===== src/rtl/xc_pkg.sv =====
package xc_pkg;

  typedef enum logic [0:0] {
    WS_IDLE = 1'b0,
    WS_WALK = 1'b1
  } walk_state_e;

endpackage


===== src/rtl/xc_tag_array.sv =====
module xc_tag_array #(
  parameter int ENTRIES = 16,
  parameter int VPN_W   = 20,
  parameter int ASID_W  = 8,
  parameter int PFN_W   = 20,
  parameter int IDX_W   = $clog2(ENTRIES)
) (
  input  logic               clk,
  input  logic               rst_n,
  input  logic [VPN_W-1:0]   lk_vpn,
  input  logic [ASID_W-1:0]  lk_asid,
  input  logic               fill_en,
  input  logic [IDX_W-1:0]   fill_idx,
  input  logic [VPN_W-1:0]   fill_vpn,
  input  logic [ASID_W-1:0]  fill_asid,
  input  logic [PFN_W-1:0]   fill_pfn,
  input  logic               flush_all,
  input  logic               flush_asid_en,
  input  logic [ASID_W-1:0]  flush_asid,
  output logic [ENTRIES-1:0] match_vec,
  output logic [ENTRIES-1:0] valid_vec,
  output logic [PFN_W-1:0]   hit_pfn
);

  logic [PFN_W-1:0] pfn_pick [ENTRIES];

  for (genvar e = 0; e < ENTRIES; e++) begin : g_slot
    logic              v_q;
    logic [VPN_W-1:0]  vpn_q;
    logic [ASID_W-1:0] asid_q;
    logic [PFN_W-1:0]  pfn_q;
    logic              sel;
    logic [ASID_W-1:0] asid_now;
    logic              kill;

    assign sel      = fill_en && (fill_idx == IDX_W'(e));
    assign asid_now = sel ? fill_asid : asid_q;
    // flush is applied after a same-cycle install (flush wins)
    assign kill     = flush_all || (flush_asid_en && (asid_now == flush_asid));

    always_ff @(posedge clk or negedge rst_n) begin
      if (!rst_n) begin
        v_q    <= 1'b0;
        vpn_q  <= '0;
        asid_q <= '0;
        pfn_q  <= '0;
      end else begin
        v_q <= (sel || v_q) && !kill;
        if (sel) begin
          vpn_q  <= fill_vpn;
          asid_q <= fill_asid;
          pfn_q  <= fill_pfn;
        end
      end
    end

    assign match_vec[e] = v_q && (vpn_q == lk_vpn) && (asid_q == lk_asid);
    assign valid_vec[e] = v_q;
    assign pfn_pick[e]  = match_vec[e] ? pfn_q : '0;
  end

  always_comb begin
    hit_pfn = '0;
    for (int i = 0; i < ENTRIES; i++) begin
      hit_pfn = hit_pfn | pfn_pick[i];
    end
  end

endmodule


===== src/rtl/xc_rr_ptr.sv =====
module xc_rr_ptr #(
  parameter int ENTRIES = 16,
  parameter int IDX_W   = $clog2(ENTRIES)
) (
  input  logic             clk,
  input  logic             rst_n,
  input  logic             advance,
  output logic [IDX_W-1:0] ptr
);

  localparam logic [IDX_W-1:0] LAST = IDX_W'(ENTRIES - 1);

  function automatic logic [IDX_W-1:0] step(input logic [IDX_W-1:0] p);
    return (p == LAST) ? '0 : p + 1'b1;
  endfunction

  always_ff @(posedge clk or negedge rst_n) begin
    if (!rst_n)       ptr <= '0;
    else if (advance) ptr <= step(ptr);
  end

endmodule


===== src/rtl/xc_walk_ctl.sv =====
module xc_walk_ctl
  import xc_pkg::*;
#(
  parameter int VPN_W  = 20,
  parameter int ASID_W = 8,
  parameter int PFN_W  = 20
) (
  input  logic              clk,
  input  logic              rst_n,
  input  logic              start,
  input  logic [VPN_W-1:0]  start_vpn,
  input  logic [ASID_W-1:0] start_asid,
  input  logic              walk_done,
  input  logic              walk_pte_valid,
  input  logic [PFN_W-1:0]  walk_pfn,
  output logic              idle,
  output logic              walk_req,
  output logic [VPN_W-1:0]  walk_vpn,
  output logic [ASID_W-1:0] walk_asid,
  output logic              fill_en,
  output logic [PFN_W-1:0]  fill_pfn,
  output logic              fault
);

  walk_state_e       st_q;
  logic [VPN_W-1:0]  vpn_q;
  logic [ASID_W-1:0] asid_q;
  logic              fault_q;
  logic              resp;

  assign resp = (st_q == WS_WALK) && walk_done;

  always_ff @(posedge clk or negedge rst_n) begin
    if (!rst_n) begin
      st_q    <= WS_IDLE;
      vpn_q   <= '0;
      asid_q  <= '0;
      fault_q <= 1'b0;
    end else begin
      fault_q <= resp && !walk_pte_valid;
      unique case (st_q)
        WS_IDLE: if (start) begin
          st_q   <= WS_WALK;
          vpn_q  <= start_vpn;
          asid_q <= start_asid;
        end
        WS_WALK: if (walk_done) st_q <= WS_IDLE;
        default: st_q <= WS_IDLE;
      endcase
    end
  end

  assign idle      = (st_q == WS_IDLE);
  assign walk_req  = (st_q == WS_WALK);
  assign walk_vpn  = vpn_q;
  assign walk_asid = asid_q;
  assign fill_en   = resp && walk_pte_valid;
  assign fill_pfn  = walk_pfn;
  assign fault     = fault_q;

endmodule


===== src/rtl/xc_counters.sv =====
module xc_counters #(
  parameter int CNT_W = 32
) (
  input  logic             clk,
  input  logic             rst_n,
  input  logic             hit_ev,
  input  logic             miss_ev,
  output logic [CNT_W-1:0] hit_count,
  output logic [CNT_W-1:0] miss_count
);

  function automatic logic [CNT_W-1:0] bump(input logic [CNT_W-1:0] c, input logic ev);
    return ev ? c + 1'b1 : c;
  endfunction

  always_ff @(posedge clk or negedge rst_n) begin
    if (!rst_n) begin
      hit_count  <= '0;
      miss_count <= '0;
    end else begin
      hit_count  <= bump(hit_count, hit_ev);
      miss_count <= bump(miss_count, miss_ev);
    end
  end

endmodule


===== src/rtl/xlat_cache.sv =====
module xlat_cache #(
  parameter int ENTRIES = 16,
  parameter int VPN_W   = 20,
  parameter int OFF_W   = 12,
  parameter int ASID_W  = 8,
  parameter int PFN_W   = 20,
  parameter int CNT_W   = 32
) (
  input  logic                   clk,
  input  logic                   rst_n,
  input  logic                   lk_valid,
  input  logic [VPN_W+OFF_W-1:0] lk_vaddr,
  input  logic [ASID_W-1:0]      lk_asid,
  output logic                   lk_ready,
  output logic                   lk_hit,
  output logic [PFN_W+OFF_W-1:0] lk_paddr,
  output logic                   lk_fault,
  output logic                   walk_req,
  output logic [VPN_W-1:0]       walk_vpn,
  output logic [ASID_W-1:0]      walk_asid,
  input  logic                   walk_done,
  input  logic                   walk_pte_valid,
  input  logic [PFN_W-1:0]       walk_pfn,
  input  logic                   flush_all,
  input  logic                   flush_asid_en,
  input  logic [ASID_W-1:0]      flush_asid,
  output logic [CNT_W-1:0]       hit_count,
  output logic [CNT_W-1:0]       miss_count
);

  localparam int VA_W  = VPN_W + OFF_W;
  localparam int PA_W  = PFN_W + OFF_W;
  localparam int IDX_W = $clog2(ENTRIES);

  function automatic logic [VPN_W-1:0] page_of(input logic [VA_W-1:0] va);
    return va[VA_W-1:OFF_W];
  endfunction

  function automatic logic [OFF_W-1:0] offset_of(input logic [VA_W-1:0] va);
    return va[OFF_W-1:0];
  endfunction

  function automatic logic [PA_W-1:0] join_paddr(input logic [PFN_W-1:0] f,
                                                 input logic [OFF_W-1:0] o);
    return {f, o};
  endfunction

  // named internal events (observed by the checker)
  logic [VPN_W-1:0]   lk_vpn;
  logic [OFF_W-1:0]   lk_off;
  logic [ENTRIES-1:0] match_vec;
  logic [ENTRIES-1:0] valid_vec;
  logic [PFN_W-1:0]   hit_pfn;
  logic               any_match;
  logic               miss_start;
  logic               fill_en;
  logic [PFN_W-1:0]   fill_pfn;
  logic [IDX_W-1:0]   rr_ptr;
  logic               walk_idle;

  assign lk_vpn     = page_of(lk_vaddr);
  assign lk_off     = offset_of(lk_vaddr);
  assign any_match  = |match_vec;
  assign lk_ready   = walk_idle && !lk_fault;
  assign lk_hit     = lk_valid && lk_ready && any_match;
  assign miss_start = lk_valid && lk_ready && !any_match;
  assign lk_paddr   = join_paddr(hit_pfn, lk_off);

  xc_tag_array #(
    .ENTRIES(ENTRIES), .VPN_W(VPN_W), .ASID_W(ASID_W), .PFN_W(PFN_W), .IDX_W(IDX_W)
  ) u_tags (
    .clk          (clk),
    .rst_n        (rst_n),
    .lk_vpn       (lk_vpn),
    .lk_asid      (lk_asid),
    .fill_en      (fill_en),
    .fill_idx     (rr_ptr),
    .fill_vpn     (walk_vpn),
    .fill_asid    (walk_asid),
    .fill_pfn     (fill_pfn),
    .flush_all    (flush_all),
    .flush_asid_en(flush_asid_en),
    .flush_asid   (flush_asid),
    .match_vec    (match_vec),
    .valid_vec    (valid_vec),
    .hit_pfn      (hit_pfn)
  );

  xc_rr_ptr #(.ENTRIES(ENTRIES), .IDX_W(IDX_W)) u_rr (
    .clk    (clk),
    .rst_n  (rst_n),
    .advance(fill_en),
    .ptr    (rr_ptr)
  );

  xc_walk_ctl #(.VPN_W(VPN_W), .ASID_W(ASID_W), .PFN_W(PFN_W)) u_walk (
    .clk           (clk),
    .rst_n         (rst_n),
    .start         (miss_start),
    .start_vpn     (lk_vpn),
    .start_asid    (lk_asid),
    .walk_done     (walk_done),
    .walk_pte_valid(walk_pte_valid),
    .walk_pfn      (walk_pfn),
    .idle          (walk_idle),
    .walk_req      (walk_req),
    .walk_vpn      (walk_vpn),
    .walk_asid     (walk_asid),
    .fill_en       (fill_en),
    .fill_pfn      (fill_pfn),
    .fault         (lk_fault)
  );

  xc_counters #(.CNT_W(CNT_W)) u_cnt (
    .clk       (clk),
    .rst_n     (rst_n),
    .hit_ev    (lk_hit),
    .miss_ev   (miss_start),
    .hit_count (hit_count),
    .miss_count(miss_count)
  );

endmodule


===== config.mk =====
export PLATFORM = sky130hd
export DESIGN_NAME = xlat_cache
export DESIGN_NICKNAME = d
export VERILOG_FILES = /design/src/rtl/xc_pkg.sv /design/src/rtl/xc_tag_array.sv /design/src/rtl/xc_rr_ptr.sv /design/src/rtl/xc_walk_ctl.sv /design/src/rtl/xc_counters.sv /design/src/rtl/xlat_cache.sv
export SDC_FILE = /design/constraint.sdc
export NUM_CORES = 2
export LEC_CHECK = 0
export CAP_MARGIN = 20
export CORE_MARGIN = 2
export CORE_UTILIZATION = 41
export DETAILED_ROUTE_END_ITERATION = 7
export DONT_BUFFER_PORTS = 1
export GPL_TIMING_DRIVEN = 0
export PLACE_DENSITY_LB_ADDON = 0.05
export SLEW_MARGIN = 20
export SYNTH_ARGS = -nofsm -noshare
export SYNTH_HDL_FRONTEND = slang
export SYNTH_SLANG_ARGS = --single-unit

===== constraint.sdc =====
create_clock -name clk -period 5.9 [get_ports clk]
set_clock_uncertainty 0.2 [all_clocks]
set_input_delay 1.18 -clock clk [delete_from_list [all_inputs] [get_ports clk]]
set_output_delay 1.18 -clock clk [all_outputs]
set_load 0.005 [all_outputs]

# --- Yosys cells after proc, flatten, opt, wreduce, memory -nomap -nowiden ---
# Cells that the tools add are included.
# W data, S select, Z words.
totals:
  output_inout_bits: 128
  inputBits: 75
  ff_bits: 882
  word_cells: 330
classes:
  reduce_logical: 141
  bitwise: 16
  eq_ne: 63
  add_sub_neg: 3
  n_mux: 36
op_table:
  columns: ["cell", "n"]
  rows:
  - ["$eq A20 B20 Y1", 16]
  - ["$mux W20", 16]
  - ["$or A20 B20 Y20", 15]
  - ["$eq A8 B8 Y1", 32]
  - ["$mux W8", 16]
  - ["$logic_and A1 B1 Y1", 87]
  - ["$add A32 B1 Y32 const B", 2]
  - ["$eq A4 B4 Y1 const B", 8]
  - ["$logic_or A1 B1 Y1", 32]
  - ["$logic_not A1 Y1", 19]
  - ["$eq A4 B3 Y1 const B", 4]
  - ["$reduce_or A16 Y1", 1]
  - ["$eq A4 B2 Y1 const B", 2]
  - ["$add A4 B1 Y4 const B", 1]
  - ["$eq A4 B1 Y1 const B", 1]
  - ["$logic_not A4 Y1", 1]
  - ["$mux W4", 1]
  - ["$mux W1", 2]
  - ["$pmux W1 S2", 1]
  - ["$reduce_and A2 Y1", 1]
  - ["$not A1 Y1", 1]

# --- Depth between registers and ports, before layout ---
logic_depth:
  depth_word: 19
  depth_mapped: 11
  ltp_nobuf: 8

# --- Modules after synthesis ---
# From an unflattened synthesis, not the netlist that was laid out.
hier_totals:
  cells_unflattened: 3529
  hier_area_um2: 43610.6
modules_own_cells:
  columns: ["mod", "cells_per_inst", "n_inst", "area_each_um2", "seq_area_each_um2"]
  rows:
  - ["xc_tag_array", 3169, 1, 39065.0, 19618.8]
  - ["xc_counters", 235, 1, 2874.0, 1601.5]
  - ["xc_walk_ctl", 87, 1, 1317.5, 750.7]
  - ["xc_rr_ptr", 17, 1, 180.2, 100.1]
  - ["xlat_cache", 21, 1, 173.9, 0.0]

# --- Least setup slack after synthesis ---
# OpenSTA, ideal clock, no wires.
synth_path:
  path_kind: "input-to-output"
  start: "input lk_vaddr[17]"
  end: "output lk_paddr[13]"
  n_path_buf: 4
  stages: 10
  arrival_ns: 3.096
  t_required_ns: 4.520
  path_slack_ns: 1.424
  path_cell_list: "buf_4 buf_4 xnor2_1 nand4_1 nor4_1 and4_1 clkbuf_1 buf_1 a221oi_1 nand4_1"
synth_between:
  elab_chain_len: 19
  elab_cells_between_ends: 79
  cone_classes: "16 x eq/ne; 16 x mux; 15 x bitwise; 32 x reduce/logical"
synth_lines:
  columns: ["item", "line", "source"]
  rows:
  - ["start: declaration", "xlat_cache.sv:12", "input logic [VPN_W+OFF_W-1:0] lk_vaddr,"]
  - ["$eq A20 B20 Y1", "xc_tag_array.sv:57", "assign match_vec[e] = v_q && (vpn_q == lk_vpn) && (asid_q == lk_asid);"]
  - ["$logic_and A1 B1 Y1 (2 in a row)", "xc_tag_array.sv:57", null]
  - ["$mux W20", "xc_tag_array.sv:59", "assign pfn_pick[e] = match_vec[e] ? pfn_q : '0;"]
  - ["$or A20 B20 Y20 (14 in a row)", "xc_tag_array.sv:65", "hit_pfn = hit_pfn | pfn_pick[i];"]
  - ["$or A20 B20 Y20 (*)", "xc_tag_array.sv:65", null]
  - ["end: declaration", "xlat_cache.sv:16", "output logic [PFN_W+OFF_W-1:0] lk_paddr,"]
# Every way passes the cells marked *; elsewhere a longest branch is shown, timed or not.

# --- Worst setup path after layout ---
layout_path:
  start: "input lk_asid[7]"
  end: "output lk_paddr[12]"
layout_between:
  elab_chain_len: 18
  elab_cells_between_ends: 63
  cone_classes: "16 x eq/ne; 16 x mux; 15 x bitwise; 16 x reduce/logical"
layout_lines:
  columns: ["item", "line", "source"]
  rows:
  - ["start: declaration", "xlat_cache.sv:13", "input logic [ASID_W-1:0] lk_asid,"]
  - ["$eq A8 B8 Y1", "xc_tag_array.sv:57", null]
  - ["$logic_and A1 B1 Y1", "xc_tag_array.sv:57", null]
  - ["$mux W20", "xc_tag_array.sv:59", null]
  - ["$or A20 B20 Y20 (14 in a row)", "xc_tag_array.sv:65", null]
  - ["$or A20 B20 Y20 (*)", "xc_tag_array.sv:65", null]
# Marked as above.

==> results.sh <==
export IMPL_status="complete, no violations"
export IMPL_min_period_over_period=0.997
export IMPL_r2r_cells=7
export IMPL_final_hold_violation_count=0
export IMPL_dr_pass1_iters=5
export IMPL_die_h_um=329
export IMPL_power_density_mw_per_mm2=437
export IMPL_avgRoutedWirePerCell_um=35.6
export IMPL_yosysSeqAreaShare=0.510
export IMPL_cts_buffers=102
export IMPL_path_max_fanout=10
export IMPL_wirelength_mm=178
export IMPL_synthMuxAreaShare=0.206
export IMPL_intPower_w=0.0144
export IMPL_pin_count=203
export IMPL_die_w_um=329
export IMPL_layout_nets=3608
export IMPL_synthesis_area_mm2=0.0433
export IMPL_gp_congestion=0.975
export IMPL_path_clk_slew_ns=0.06
export IMPL_setup_violations=0
export IMPL_max_stage_delay_ns=0.62
export IMPL_coreArea_mm2=0.105
export IMPL_yosysUniqueCellTypes=50
export IMPL_p_switching_w=0.00700
export IMPL_p_leak_nw=21.9
export IMPL_antenna_found_initial=18
export IMPL_die_area_mm2=0.108
export IMPL_syn_num_nets=3490
export IMPL_grt_pass1_vias=30700
export IMPL_synth_seq_cells=882
export IMPL_setup_tns_ns=0
export IMPL_critPathSlowestCell="buf_2"
export IMPL_relSlewSlack=0.179
export IMPL_cts_tree="built"
export IMPL_area_growth_synth_to_final_pct=13.2
export IMPL_seqPwrFrac=0.441
export IMPL_combPwrFrac=0.237
export IMPL_arrival_ns=4.50
export IMPL_synth_top_family_by_area="multiplexers"
export IMPL_ir_drop_mv=0.257
export IMPL_required_ns=4.52
export IMPL_power_frac_clock=0.322
export IMPL_worstMarginPinSlew_ns=1.23
export IMPL_grt_overflow=0
export IMPL_clock_sinks=882
export IMPL_place_hpwl_mm=117
export IMPL_swShare=0.327
export IMPL_grt_start_max_net_pins=883
export IMPL_syn_area_per_cell_um2=12.7
export IMPL_clock_latency_ns=0.72
export IMPL_htreeDepth=3
export IMPL_maxSlewViolCount=0
export IMPL_cp_start_kind="input port"
export IMPL_rsz0062_at_grt="no"
export IMPL_port_buffers=0
export IMPL_root_buffer="clkbuf_16"
export IMPL_initial_core_util=0.412
export IMPL_ant_nets=0
export IMPL_grtUsageTotal=0.326
export IMPL_synth_compound_area_frac=0.0402
export IMPL_drcViolationCount=0
export IMPL_end_kind="primary output"
export IMPL_synthAdderAreaFrac=0.00174
export IMPL_drt_iter0_drc=2896
export IMPL_maxCapViolCount=0
export IMPL_path_class="input port to primary output"
export IMPL_synthSimpleGateAreaFrac=0.0823
export IMPL_synth_xor_area_frac=0.127
export IMPL_synth_warnings=0
export IMPL_via_per_inst=6.09
export IMPL_clock_path_buffers=3
export IMPL_drive_gt1_frac=0.317
export IMPL_hp_class="input port to async pin"
export IMPL_cts_setup_buffers=0
export IMPL_max_clock_freq_mhz=170
export IMPL_syn_inst=3409
export IMPL_path_cells="buf_2, buf_2, xnor2_1, nand4_1, nor4_1, and4_1, clkbuf_2, a22o_1, a221oi_1, nand4_1"
export IMPL_layout_min_cycle_time_ns=5.88
export IMPL_fillers=9565
export IMPL_grt_pass1_wl_mm=245
export IMPL_num_rows=119
export IMPL_dr_total_vias=30500
export IMPL_whs_ns=0.197
==> flip-flops by register name, indices dropped and copies added, names as in the netlist <==
| name | flops |
|---|---|
| u_cnt.hit_count | 32 |
| u_cnt.miss_count | 32 |
| u_rr.ptr | 4 |
| u_tags.g_slot.asid_q | 128 |
| u_tags.g_slot.pfn_q | 320 |
| u_tags.g_slot.v_q | 16 |
| u_tags.g_slot.vpn_q | 320 |
| u_walk.fault | 1 |
| u_walk.walk_asid | 8 |
| u_walk.walk_req | 1 |
| u_walk.walk_vpn | 20 |
==> layout by cell type, fill, tap and decap left out, types with 12 or more instances in the layout <==
master / count
a221oi_1: 80
a22o_1: 80
a31oi_1: 12
and2_1: 14
and3_1: 20
buf_1: 27
buf_2: 23
buf_4: 70
bufinv_16: 15
clkbuf_1: 115
clkbuf_16: 103
clkbuf_2: 46
clkbuf_8: 19
clkinv_2: 24
dfrtp_1: 882
inv_1: 25
mux2_2: 783
nand2_1: 90
nand2b_1: 15
nand3_1: 53
nand4_1: 177
nor2_1: 12
nor2b_1: 17
nor3_1: 35
nor4_1: 88
nor4_2: 13
o21ai_0: 12
or2_2: 12
xnor2_1: 443
xor2_1: 184
==> cells in the mapped netlist, drive strengths merged <==
cell,count,share of area
a21o,3,0.00052
mux2,793,0.21
nor2,12,0.0010
and2,14,0.0020
or4b,1,0.00023
or4,6,0.0011
o21bai,6,0.0010
nor2b,17,0.0025
xor2,184,0.037
a41oi,1,0.00038
o22ai,4,0.00058
nor4b,6,0.0012
nor3b,8,0.0014
nand2,90,0.0078
xnor2,443,0.090
a21oi,6,0.00069
or2,12,0.0017
a221oi,80,0.016
buf,124,0.018
nand4b,3,0.00061
nand3b,3,0.00052
ha,6,0.0017
nand3,54,0.0064
and3,20,0.0029
o21ai,12,0.0014
nand2b,15,0.0022
nor4bb,4,0.00093
a2111oi,2,0.00040
a31oi,12,0.0017
inv,25,0.0022
nor3,35,0.0040
and4,13,0.0026
nor4,102,0.017
a2111o,1,0.00026
or3,3,0.00043
dfrtp,882,0.51
a22o,80,0.016
nand4,177,0.026
a311oi,4,0.00081
and4b,1,0.00023
clkbuf,145,0.013
==> stage by stage <==
stage           util  worst slack [ns]  cell area (um2)  power (W)  cells
6_report       0.467            0.0180            49000     0.0214   5005
5_1_grt        0.467           0.00488            49000     0.0222   5003
4_1_cts        0.465           0.00369            48800     0.0212   4996
3_5_place_dp   0.430            -0.946            45100     0.0143   4807
3_3_place_gp   0.429             -1.06            45000     0.0141   4800
2_1_floorplan      -              1.42            43300     0.0124   3409
==> final cells by class <==
| type | count | area [um2] | area share |
|---|---|---|---|
| clock buffer | 140 | 2910 | 0.0593 |
| antenna | 2 | 5.00 | 0.000102 |
| buffer | 269 | 1400 | 0.0285 |
| tap | 1391 | 1740 | 0.0355 |
| timing repair buffer | 14 | 259 | 0.00529 |
| multi-input combinational | 2233 | 19800 | 0.404 |
| sequential | 882 | 22100 | 0.451 |
| clock inverter | 49 | 702 | 0.0143 |
| inverter | 25 | 93.8 | 0.00192 |
==> critical path, delay by kind of cell <==
family          cells  cell delay [ns]
xor+xnor            1             0.19
simple gates        4             1.54
compound gates      2             0.26
buf+inv             3             1.31
==> power groups by stage <==
stage	clock [W]	sequential, W	combinational [W]
after floorplan	0	0.00884	0.00360
after global placement	0	0.00941	0.00474
after detailed placement	0	0.00949	0.00485
after CTS	0.00696	0.00940	0.00487
after global routing	0.00721	0.00962	0.00539
final	0.00688	0.00945	0.00507
==> cells by family (layout without fill, tap and decap cells) <==
group / after synthesis / after routing
mux: 793 / 793
flops: 882 / 882
xor+xnor: 627 / 627
buf+inv: 294 / 497
fa+ha+maj: 6 / 6
other cells: 0 / 2
compound gates: 211 / 211
simple gates: 596 / 596
==> worst paths after layout <==
path | slack (ns) | start | endpoint
max in group asynchronous | 3.25 | rst_n | u_tags.g_slot[0].pfn_q[9]$_DFFE_PN0P_
min reg2reg | 0.30 | u_cnt.miss_count[31]$_DFFE_PN0P_ | u_cnt.miss_count[31]$_DFFE_PN0P_
max reg2reg | 1.86 | u_walk.walk_req$_DFF_PN0_ | u_tags.g_slot[3].pfn_q[18]$_DFFE_PN0P_
min | 0.20 | rst_n | u_tags.g_slot[7].vpn_q[13]$_DFFE_PN0P_
max | 0.02 | lk_asid[7] | lk_paddr[12]
min in group clk | 0.30 | u_cnt.miss_count[31]$_DFFE_PN0P_ | u_cnt.miss_count[31]$_DFFE_PN0P_
==> per-layer routing <==
metal | vias to the layer above | GRT usage | share of wire
li1 | 12500 | - | -
met1 | 16300 | 0.451 | 0.43
met2 | 1387 | 0.499 | 0.44
met3 | 339 | 0.0804 | 0.085
met4 | 6 | 0.114 | 0.038
met5 | - | 0 | 0.00019
==> what timing repair did <==
item,CTS,global route
setup endpoints to repair,20,11
hold buffers,0,1
gates resized for setup,17,17
gates cloned,0,0
pin swaps,0,0
hold endpoints to repair,0,111
(Power assumes the default switching activity.)
